===== config.mk =====
export PLATFORM = sky130hd
export DESIGN_NAME = mlt3_line_encoder
export DESIGN_NICKNAME = d
export VERILOG_FILES = /design/src/rtl/mlt3_line_encoder.sv
export SDC_FILE = /design/constraint.sdc
export NUM_CORES = 1
export LEC_CHECK = 0
export BUFFER_PORTS_ARGS = -buffer_cell sky130_fd_sc_hd__buf_2
export CAP_MARGIN = 20
export CELL_PAD_IN_SITES_DETAIL_PLACEMENT = 0
export CELL_PAD_IN_SITES_GLOBAL_PLACEMENT = 1
export CORE_AREA = 2 2 39 41
export CTS_BUF_LIST = sky130_fd_sc_hd__clkbuf_8
export CTS_CLUSTER_DIAMETER = 80
export DETAILED_ROUTE_END_ITERATION = 7
export DIE_AREA = 0 0 41 43
export GPL_TIMING_DRIVEN = 0
export MAX_ROUTING_LAYER = met4
export PLACE_DENSITY = 0.4
export SLEW_MARGIN = 20
export SYNTH_ARGS = -nofsm -noshare
export SYNTH_HDL_FRONTEND = slang
export SYNTH_SLANG_ARGS = --single-unit
export TNS_END_PERCENT = 50

===== constraint.sdc =====
create_clock -name clk -period 2.4 [get_ports clk]
set_input_delay 0.12 -clock clk [delete_from_list [all_inputs] [get_ports clk]]
set_output_delay 0.12 -clock clk [all_outputs]
set_load 0.02 [all_outputs]

===== src/rtl/mlt3_line_encoder.sv =====
module mlt3_line_encoder #(
  parameter logic [1:0] RESET_PHASE = 2'd1
) (
  input  logic       clk,
  input  logic       rst,
  input  logic       bit_valid,
  input  logic       bit_in,
  output logic [1:0] level_out
);
  localparam logic [1:0] LVL_NEG  = 2'b11;
  localparam logic [1:0] LVL_ZERO = 2'b00;
  localparam logic [1:0] LVL_POS  = 2'b01;

  logic [1:0] phase_q, phase_d;
  logic [1:0] level_q;

  function automatic logic [1:0] phase_level(input logic [1:0] ph);
    case (ph)
      2'd0:    phase_level = LVL_NEG;
      2'd2:    phase_level = LVL_POS;
      default: phase_level = LVL_ZERO;
    endcase
  endfunction

  assign phase_d = (bit_valid && bit_in) ? phase_q + 2'd1 : phase_q;

  always_ff @(posedge clk) begin
    if (rst) begin
      phase_q <= RESET_PHASE;
      level_q <= phase_level(RESET_PHASE);
    end else begin
      phase_q <= phase_d;
      level_q <= phase_level(phase_d);
    end
  end

  assign level_out = level_q;

  a_r5_legal_code: assert property (@(posedge clk) disable iff (rst)
    level_out != 2'b10);

  a_r2_idle_hold: assert property (@(posedge clk) disable iff (rst)
    !bit_valid |=> $stable(level_out));

  a_r3_zero_hold: assert property (@(posedge clk) disable iff (rst)
    (bit_valid && !bit_in) |=> $stable(level_out));

  a_r4_one_moves: assert property (@(posedge clk) disable iff (rst)
    (bit_valid && bit_in) |=> level_out != $past(level_out));

  a_r4_neg_to_zero: assert property (@(posedge clk) disable iff (rst)
    (bit_valid && bit_in && level_out == LVL_NEG) |=> level_out == LVL_ZERO);

  a_r4_pos_to_zero: assert property (@(posedge clk) disable iff (rst)
    (bit_valid && bit_in && level_out == LVL_POS) |=> level_out == LVL_ZERO);
endmodule


# Yosys cells after proc, flatten, opt, wreduce, memory -nomap -nowiden

Cells that the tools add are included.

Order comparisons: 0
Equality and inequality tests: 1
Add/subtract/negate cells: 1
Div/mod/pow operators: 0
Bitwise operators: 0
Reductions and logical operators: 2
Multipliers: 0
Shift-type cells: 0
Mux-type cells: 2

Operator list:

| cell                                                          | number |
|---|---|
| 2-bit case mux with 2 select lines                            | 1 |
| 2-bit by 1-bit adder with 2-bit output, second input constant | 1 |
| 2-bit equality test, second input constant                    | 1 |
| 2-bit zero test                                               | 1 |
| 2-bit two-way mux                                             | 1 |
| 1-bit logical AND                                             | 1 |

Bits of input ports: 4
Memories: 0
Bits in writable memories: 0
ROM bits: 0
Bits in registers: 4
Bits in latches: 0
Output and inout bits: 2

# Longest topological paths before layout

Gate-level depths: netlist of run 1.

Word-level depth: 4
Mapped depth: 2
Depth with buffers taken out: 2

# Least setup slack after synthesis of run 1

OpenSTA, ideal clock, no wires.

Path type: register -> register
Start: reg phase_q[0]
End: reg phase_q[1]
Buffers on the path: 0
Cell stages (with the launch flop): 3
Data arrival time: 821 ps
Setup time: 121 ps
Path slack: 1,458 ps
Cells stage by stage: dfxtp_1 and3_4 mux2_4

Word-level cells in the longest chain between the ends: 2

Ends and longest elaborated chain:

| item                                   | line | source |
|---|---|---|
| start: declaration                     | 14   | `logic [1:0] phase_q, phase_d;` |
| start signal: assignment               | 32   | `phase_q <= phase_d;` |
| 2-bit by 1-bit adder with 2-bit output | 25   | `assign phase_d = (bit_valid && bit_in) ? phase_q + 2'd1 : phase_q;` |
| 2-bit two-way mux                      | 25   |  |

Every way passes these cells.
A chain may end at the register's enable or synchronous reset.

# Worst setup path after layout of run 1

Ends and elaborated chain as after synthesis.

==> flow_summary.ini, run 1 <==
[placement]
port_buffers = 5
dp.cells = 35
gp_congestion = 0.627

[setup_path]
cp_cell_sequence = and3_4 > mux2_4
crit_type = register to register
endpoint_kind = register
cp_slowest_cell = dfxtp_1
cp_slowest_stage_delay_ns = 0.36
required_ns = 2.50
cp_num_buf_inv = 0
path_max_fanout = 4
cp.arrival_ns = 1.08
start_kind = register
critPathTopFamily = flip-flops

[synth]
synthSimpleGateAreaFrac_pct = 17.3
yosysUniqueCellTypes = 10
synth_compound_area_share_pct = 22.8
synth.top_cell.area_share_pct = 50.4
synth_xor_area_share_pct = 0
synth_mux_area_share_pct = 9.45
syn-num-nets = 18
avgSynthCellArea_um2 = 11.4
syn_inst = 14
synth_top_family_by_area = compound AO/OA/AOI/OAI gates
ys_seq_area_share_pct = 50.4
synth_seq_cells = 4
synth_top_area_cell = dfxtp_1
synth_area_leaders = dfxtp_1 50%, mux2_4 9.4%, and3_4 7.1%
synth_fa_ha_area_share_pct = 0
yosys_warnings = 0
syn_area_um2 = 159

[sta]
hold_viol = 0
fin_crit_sh_pct = 40.8
period_minus_slack_ns = 0.979
rsz0062_at_grt = no
finalSetupViolCount = 0
slew_viol_final = 0
slew_headroom_pct = 88.4
max_freq_mhz = 1020
tns_ns = 0
max_slew.worst_pin.slew_ns = 0.174
fin_skew_ns = 0.000668

[detailed_routing]
drtIter0Drc = 0
antenna_left = 0
routed_wl_um = 309
drc = 0
vias = 128
viasPerCell = 3.37
first_pass_iters = 1
routedWlPerCell_um = 8.13

[global_route]
grtUsageTotal_pct = 5.23
grt_pass1_vias = 144
grt_pass1_wl_um = 496
overflow = 0
grt_max_degree = 6
antenna_found_initial = 0

[floorplan]
dieArea_um2 = 1760
die_x_um = 41
core_um2 = 1380
initial_core_util_pct = 11.5
ios = 6
rows = 14
fp.dieH_um = 43

[clocking]
clockBufferDepth = 2
cts_tree = yes
postCtsSetupRepairBufs = 0
root_buffer = clkbuf_8
cts_made_buffers = 3
cts.sink_count = 4
cts_hold_buf = 0
cts_max_level = 1
postCtsResizedCells = 0
clk_latency_ns = 0.21
clk_pin_slew_ns = 0.03

[cells_and_area]
final_cell_mix = 5 x buf_2, 4 x dfxtp_1, 3 x clkbuf_8
diodes = 0
final_cells = 38
final_nets = 28
synthToLayoutAreaGrowth_pct = 54.3
final_common_cell = buf_2
final_layout_size_suffix_gt1_share_pct = 50.0

[power]
p_per_area_nw_per_um2 = 955
p_leak_nw = 0.107
peakVddDrop_uv = 100

[hold_path]
hold_path_class = input port to register

[flow_run]
drv_cap = 0

[run_status]
status = finished clean
==> worst paths after layout <==
path / from / endpoint / slack (ns) / cells after the start
max: phase_q[0] / phase_q[1] / 1.42 / 2
min: rst / level_out[1] / 0.12 / 2
max reg2reg: phase_q[0] / phase_q[1] / 1.42 / 2
min reg2reg: phase_q[0] / level_out[1] / 0.52 / 2
==> metal layers <==
metal | track usage (%) | part of all wire [%]
met4 | 8.00 | 0
met5 | - | 0
met1 | 2.23 | 33
met3 | 3.14 | 2.9
met2 | 8.13 | 63
==> layout make-up <==
type / count / area (µm²)
tap: 16 / 20.0
timing repair buffer: 5 / 25.0
multi-input combinational: 10 / 78.8
sequential: 4 / 80.1
fill: 163 / 1140
clock buffer: 3 / 41.3
==> sequential cells by signal, indices dropped and copies added, names as in the netlist <==
name / cells
phase_q: 2
level_out: 2
==> Yosys cell counts <==
master    count
nor2_1        1
mux2_4        1
o21ba_2       1
nor2b_1       1
a21oi_1       2
nand4_1       1
a211o_1       1
dfxtp_1       4
o21bai_1      1
and3_4        1
==> kinds of logic after synthesis <==
kind of cell / count (synthesis)
muxes: 1
and+or+nand+nor: 4
AOI/OAI and AO/OA: 5
DFF: 4
==> power by group <==
| group | switching [mW] | internal, mW | total, mW |
|---|---|---|---|
| logic | 0.00880 | 0.0103 | 0.0191 |
| clock network | 0.0338 | 0.107 | 0.141 |
| registers | 0.00288 | 0.0715 | 0.0744 |
| total | 0.0455 | 0.189 | 0.234 |
==> stage by stage <==
stage | util (%) | worst slack [ns] | power, mW | cell area [µm²] | hold WS, ns
global placement | 14.7 | 1.43 | 0.0945 | 204 | 0.345
CTS | 17.7 | 1.41 | 0.239 | 245 | 0.115
floorplan | - | 1.46 | 0.0869 | 159 | 0.189
finish | 17.7 | 1.42 | 0.234 | 245 | 0.118
detailed placement | 14.7 | 1.41 | 0.0950 | 204 | 0.343
global route | 17.7 | 1.39 | 0.246 | 245 | 0.132
Note: power is estimated with default switching activity, not from simulation.
==> run 2, diff against run 1 <==
Settings changed: PLACE_DENSITY 0.4 to 0.41.
Clock period 2.4 ns to 0.85 ns, I/O delays scaled along.
==> flow_summary.ini, run 2 (synthesis results as in run 1) <==
[clocking]
cts_max_level = 1
clockBufferDepth = 2
cts_made_buffers = 3
clk_latency_ns = 0.22
cts_tree = yes
cts_hold_buf = 0
cts.sink_count = 4
clk_pin_slew_ns = 0.03
root_buffer = clkbuf_8

[sta]
slew_viol_final = 0
max_freq_mhz = 1100
hold_viol = 0
fin_skew_ns = 0.000239
setup_ws_ns = -0.0558
period_minus_slack_ns = 0.906
max_slew.worst_pin.slew_ns = 0.136
rsz0062_at_grt = yes
slew_headroom_pct = 90.9
finalSetupViolCount = 3
hold_slack_ns = 0.0321
fin_crit_sh_pct = 107

[flow_run]
drv_cap = 0

[detailed_routing]
drtIter0Drc = 0
vias = 155
routedWlPerCell_um = 9.10
wl_met1_um = 97
wl_met2_um = 215
viasPerCell = 3.88
first_pass_iters = 1
met3_length_um = 19
highest-signal-layer = met4
antenna_left = 0
drc = 0
routed_wl_um = 364

[floorplan]
die_x_um = 41
initial_core_util_pct = 11.5
fp.dieH_um = 43
ios = 6
core_um2 = 1380
rows = 14
dieArea_um2 = 1760

[hold_path]
hold_path_class = input port to register
hold_depth = 2
min_to = level_out[1]
worstHoldStart = rst

[setup_path]
required_ns = 0.95
endpoint_kind = register
r2r_end = phase_q[1]
cp.arrival_ns = 1.01
rr_worst_depth = 2
path_max_fanout = 2
crit_type = register to register
ff2ff_setup_slack_ns = -0.06
start_kind = register
rr_startpoint = phase_q[0]

[cells_and_area]
final_common_cell = buf_2
final_nets = 30
final_layout_size_suffix_gt1_share_pct = 66.7
synthToLayoutAreaGrowth_pct = 69.3
diodes = 0
final_cell_mix = 5 x buf_2, 3 x clkbuf_8, 3 x dfxtp_1
postLayoutCellArea_um2 = 269
fin_util_pct = 19.4

[global_route]
grt_pass1_vias = 167
grtUsageTotal_pct = 6.16
grt_max_degree = 6
overflow = 0
grt_pass1_wl_um = 558
antenna_found_initial = 0

[placement]
gp_congestion = 0.624
port_buffers = 5
dp_hpwl_um = 275
placed_area_um2 = 205

[run_status]
violations = setup timing
status = finished, violations left

[power]
p_per_area_nw_per_um2 = 2520
peakVddDrop_uv = 377
p_leak_nw = 0.116
-- run 2: worst max path at each step --
stage / start / endpoint / depth (start not counted)
floorplan: phase_q[0] / phase_q[1] / 2
global placement: phase_q[0] / phase_q[1] / 2
detailed placement: phase_q[0] / phase_q[1] / 2
CTS: phase_q[0] / phase_q[1] / 2
global route: phase_q[0] / phase_q[1] / 2
finish: phase_q[0] / phase_q[1] / 2
-- run 2: timing repair --
item | 4_1_cts | 5_1_grt
buffers inserted | 2 | 0
endpoints found under the setup margin | 1 | 4
hold endpoints to repair | 0 | 0
pin swaps | 1 | 0
gates resized for setup | 1 | 1
-- run 2: metrics by stage --
stage                     instances  setup slack [ns]  TNS (ns)  power [mW]
final                            40           -0.0558   -0.0899       0.677
after floorplan                  14           -0.0576   -0.0576       0.246
after global placement           35           -0.0808   -0.0808       0.268
after detailed placement         35           -0.0949   -0.0949       0.269
after global routing             40           -0.0801    -0.173       0.706
after CTS                        40           -0.0646    -0.111       0.683
-- run 2: layer usage --
metal | up-vias | GRT usage, %
li1 | 72 | -
met1 | 73 | 1.92
met2 | 6 | 9.38
met3 | 4 | 1.57
met4 | 0 | 14.0
met5 | - | -
-- run 2: area by class of cell --
cell class | count | area, µm²
clock buffers | 3 | 41.3
multi-input cells | 10 | 86.3
well taps | 16 | 20.0
fillers | 156 | 1110
flip-flops and latches | 4 | 81.3
repair buffers | 7 | 40.0
-- run 2: report_power, final --
part / internal (mW) / switching (mW)
clock: 0.302 / 0.0979
sequential: 0.203 / 0.00713
combinational: 0.0374 / 0.0306
-- run 2: critical path, stage by stage (launching register included) --
cell and delay, ns:
dfxtp_2 0.32, and3_4 0.18, mux2_4 0.29
==> run 3, diff against run 2 <==
Settings changed: BUFFER_PORTS_ARGS -buffer_cell sky130_fd_sc_hd__buf_2 to -buffer_cell sky130_fd_sc_hd__clkbuf_2.
==> flow_summary.ini, run 3 (synthesis results as in run 1) <==
[run_status]
status = finished, violations left
violations = setup timing

[global_route]
overflow = 0
antenna_found_initial = 0
grtUsageTotal_pct = 5.65
grt_pass1_vias = 162
grt_pass1_wl_um = 545
grt_max_degree = 6

[detailed_routing]
drtIter0Drc = 0
antenna_left = 0
viasPerCell = 3.75
drc = 0
vias = 150
routedWlPerCell_um = 8.53
first_pass_iters = 1
routed_wl_um = 341

[cells_and_area]
final_layout_size_suffix_gt1_share_pct = 66.7
final_common_cell = clkbuf_2
diodes = 0
final_cells = 40
final_nets = 30
final_cell_mix = 5 x clkbuf_2, 3 x clkbuf_8, 3 x dfxtp_1
synthToLayoutAreaGrowth_pct = 69.3

[setup_path]
crit_type = register to register
endpoint_kind = register
path_max_fanout = 2
start_kind = register
required_ns = 0.95
cp.arrival_ns = 1.01
rr_worst_depth = 2
ff2ff_setup_slack_ns = -0.06

[power]
p_leak_nw = 0.115
p_per_area_nw_per_um2 = 2500
power_uw = 672
peakVddDrop_uv = 282

[sta]
max_slew.worst_pin.slew_ns = 0.134
rsz0062_at_grt = yes
finalSetupViolCount = 3
max_freq_mhz = 1100
hold_viol = 0
slew_viol_final = 0
slew_headroom_pct = 91.0
setup_ws_ns = -0.0610
fin_skew_ns = 0.00115
fin_crit_sh_pct = 107
period_minus_slack_ns = 0.911

[placement]
dp.cells = 35
port_buffers = 5
gp_congestion = 0.624

[clocking]
cts_max_level = 1
root_buffer = clkbuf_8
clk_latency_ns = 0.21
cts_tree = yes
clockBufferDepth = 2
cts_made_buffers = 3
cts.sink_count = 4
cts_hold_buf = 0
clk_pin_slew_ns = 0.03

[floorplan]
dieArea_um2 = 1760
fp.dieH_um = 43
rows = 14
core_um2 = 1380
initial_core_util_pct = 11.5
die_x_um = 41
ios = 6

[flow_run]
drv_cap = 0

[hold_path]
hold_path_class = input port to register
hold_depth = 2
[run 3: cell types whose count changed in the layout (fill, tap and decap cells not counted)]
cell / before / now
clkbuf_2: 0 / 5
buf_2: 5 / 0
[run 3: stage by stage]
step	setup TNS (ns)	hold WS (ns)	cell area (µm²)	setup slack (ns)	util, %
after global routing	-0.171	0.0449	269	-0.0802	19.4
after global placement	-0.0809	0.271	205	-0.0809	14.8
after CTS	-0.112	0.0451	265	-0.0640	19.2
after floorplan	-0.0576	0.112	160	-0.0576	-
after detailed placement	-0.0955	0.275	205	-0.0955	14.8
final	-0.102	0.0421	269	-0.0610	19.4
[run 3: final timing paths]
| path | end | startpoint |
|---|---|---|
| min | level_out[1] | rst |
| max | phase_q[1] | phase_q[0] |
| max reg2reg | phase_q[1] | phase_q[0] |
| min reg2reg | level_out[1] | phase_q[1] |
[run 3: routing by layer]
layer | wire [µm] | GRT usage (%)
met1 | 96 | 1.92
met2 | 221 | 9.69
met3 | 14 | 1.57
met4 | 8 | 10.0
met5 | 0 | -
[run 3: layout make-up]
| cell class | instances | area, µm² |
|---|---|---|
| fill | 157 | 1110 |
| multi-input combinational | 10 | 86.3 |
| sequential | 4 | 81.3 |
| clock buffer | 3 | 41.3 |
| timing repair buffer | 7 | 40.0 |
| tap | 16 | 20.0 |
[run 3: what timing repair did]
item / 4_1_cts / 5_1_grt
gates resized for setup: 1 / 1
buffers inserted: 2 / 0
setup endpoints to repair: 1 / 4
pin swaps: 1 / 0
[run 3: worst max-delay path: stages (launching register included)]
cell and delay (ns):
dfxtp_2 0.32, and3_4 0.19, mux2_4 0.29
[run 3: power breakdown]
group          internal [mW]  switching (mW)  total, mW
clock                  0.301          0.0923      0.394
sequential             0.203         0.00711      0.210
combinational         0.0372          0.0313     0.0685
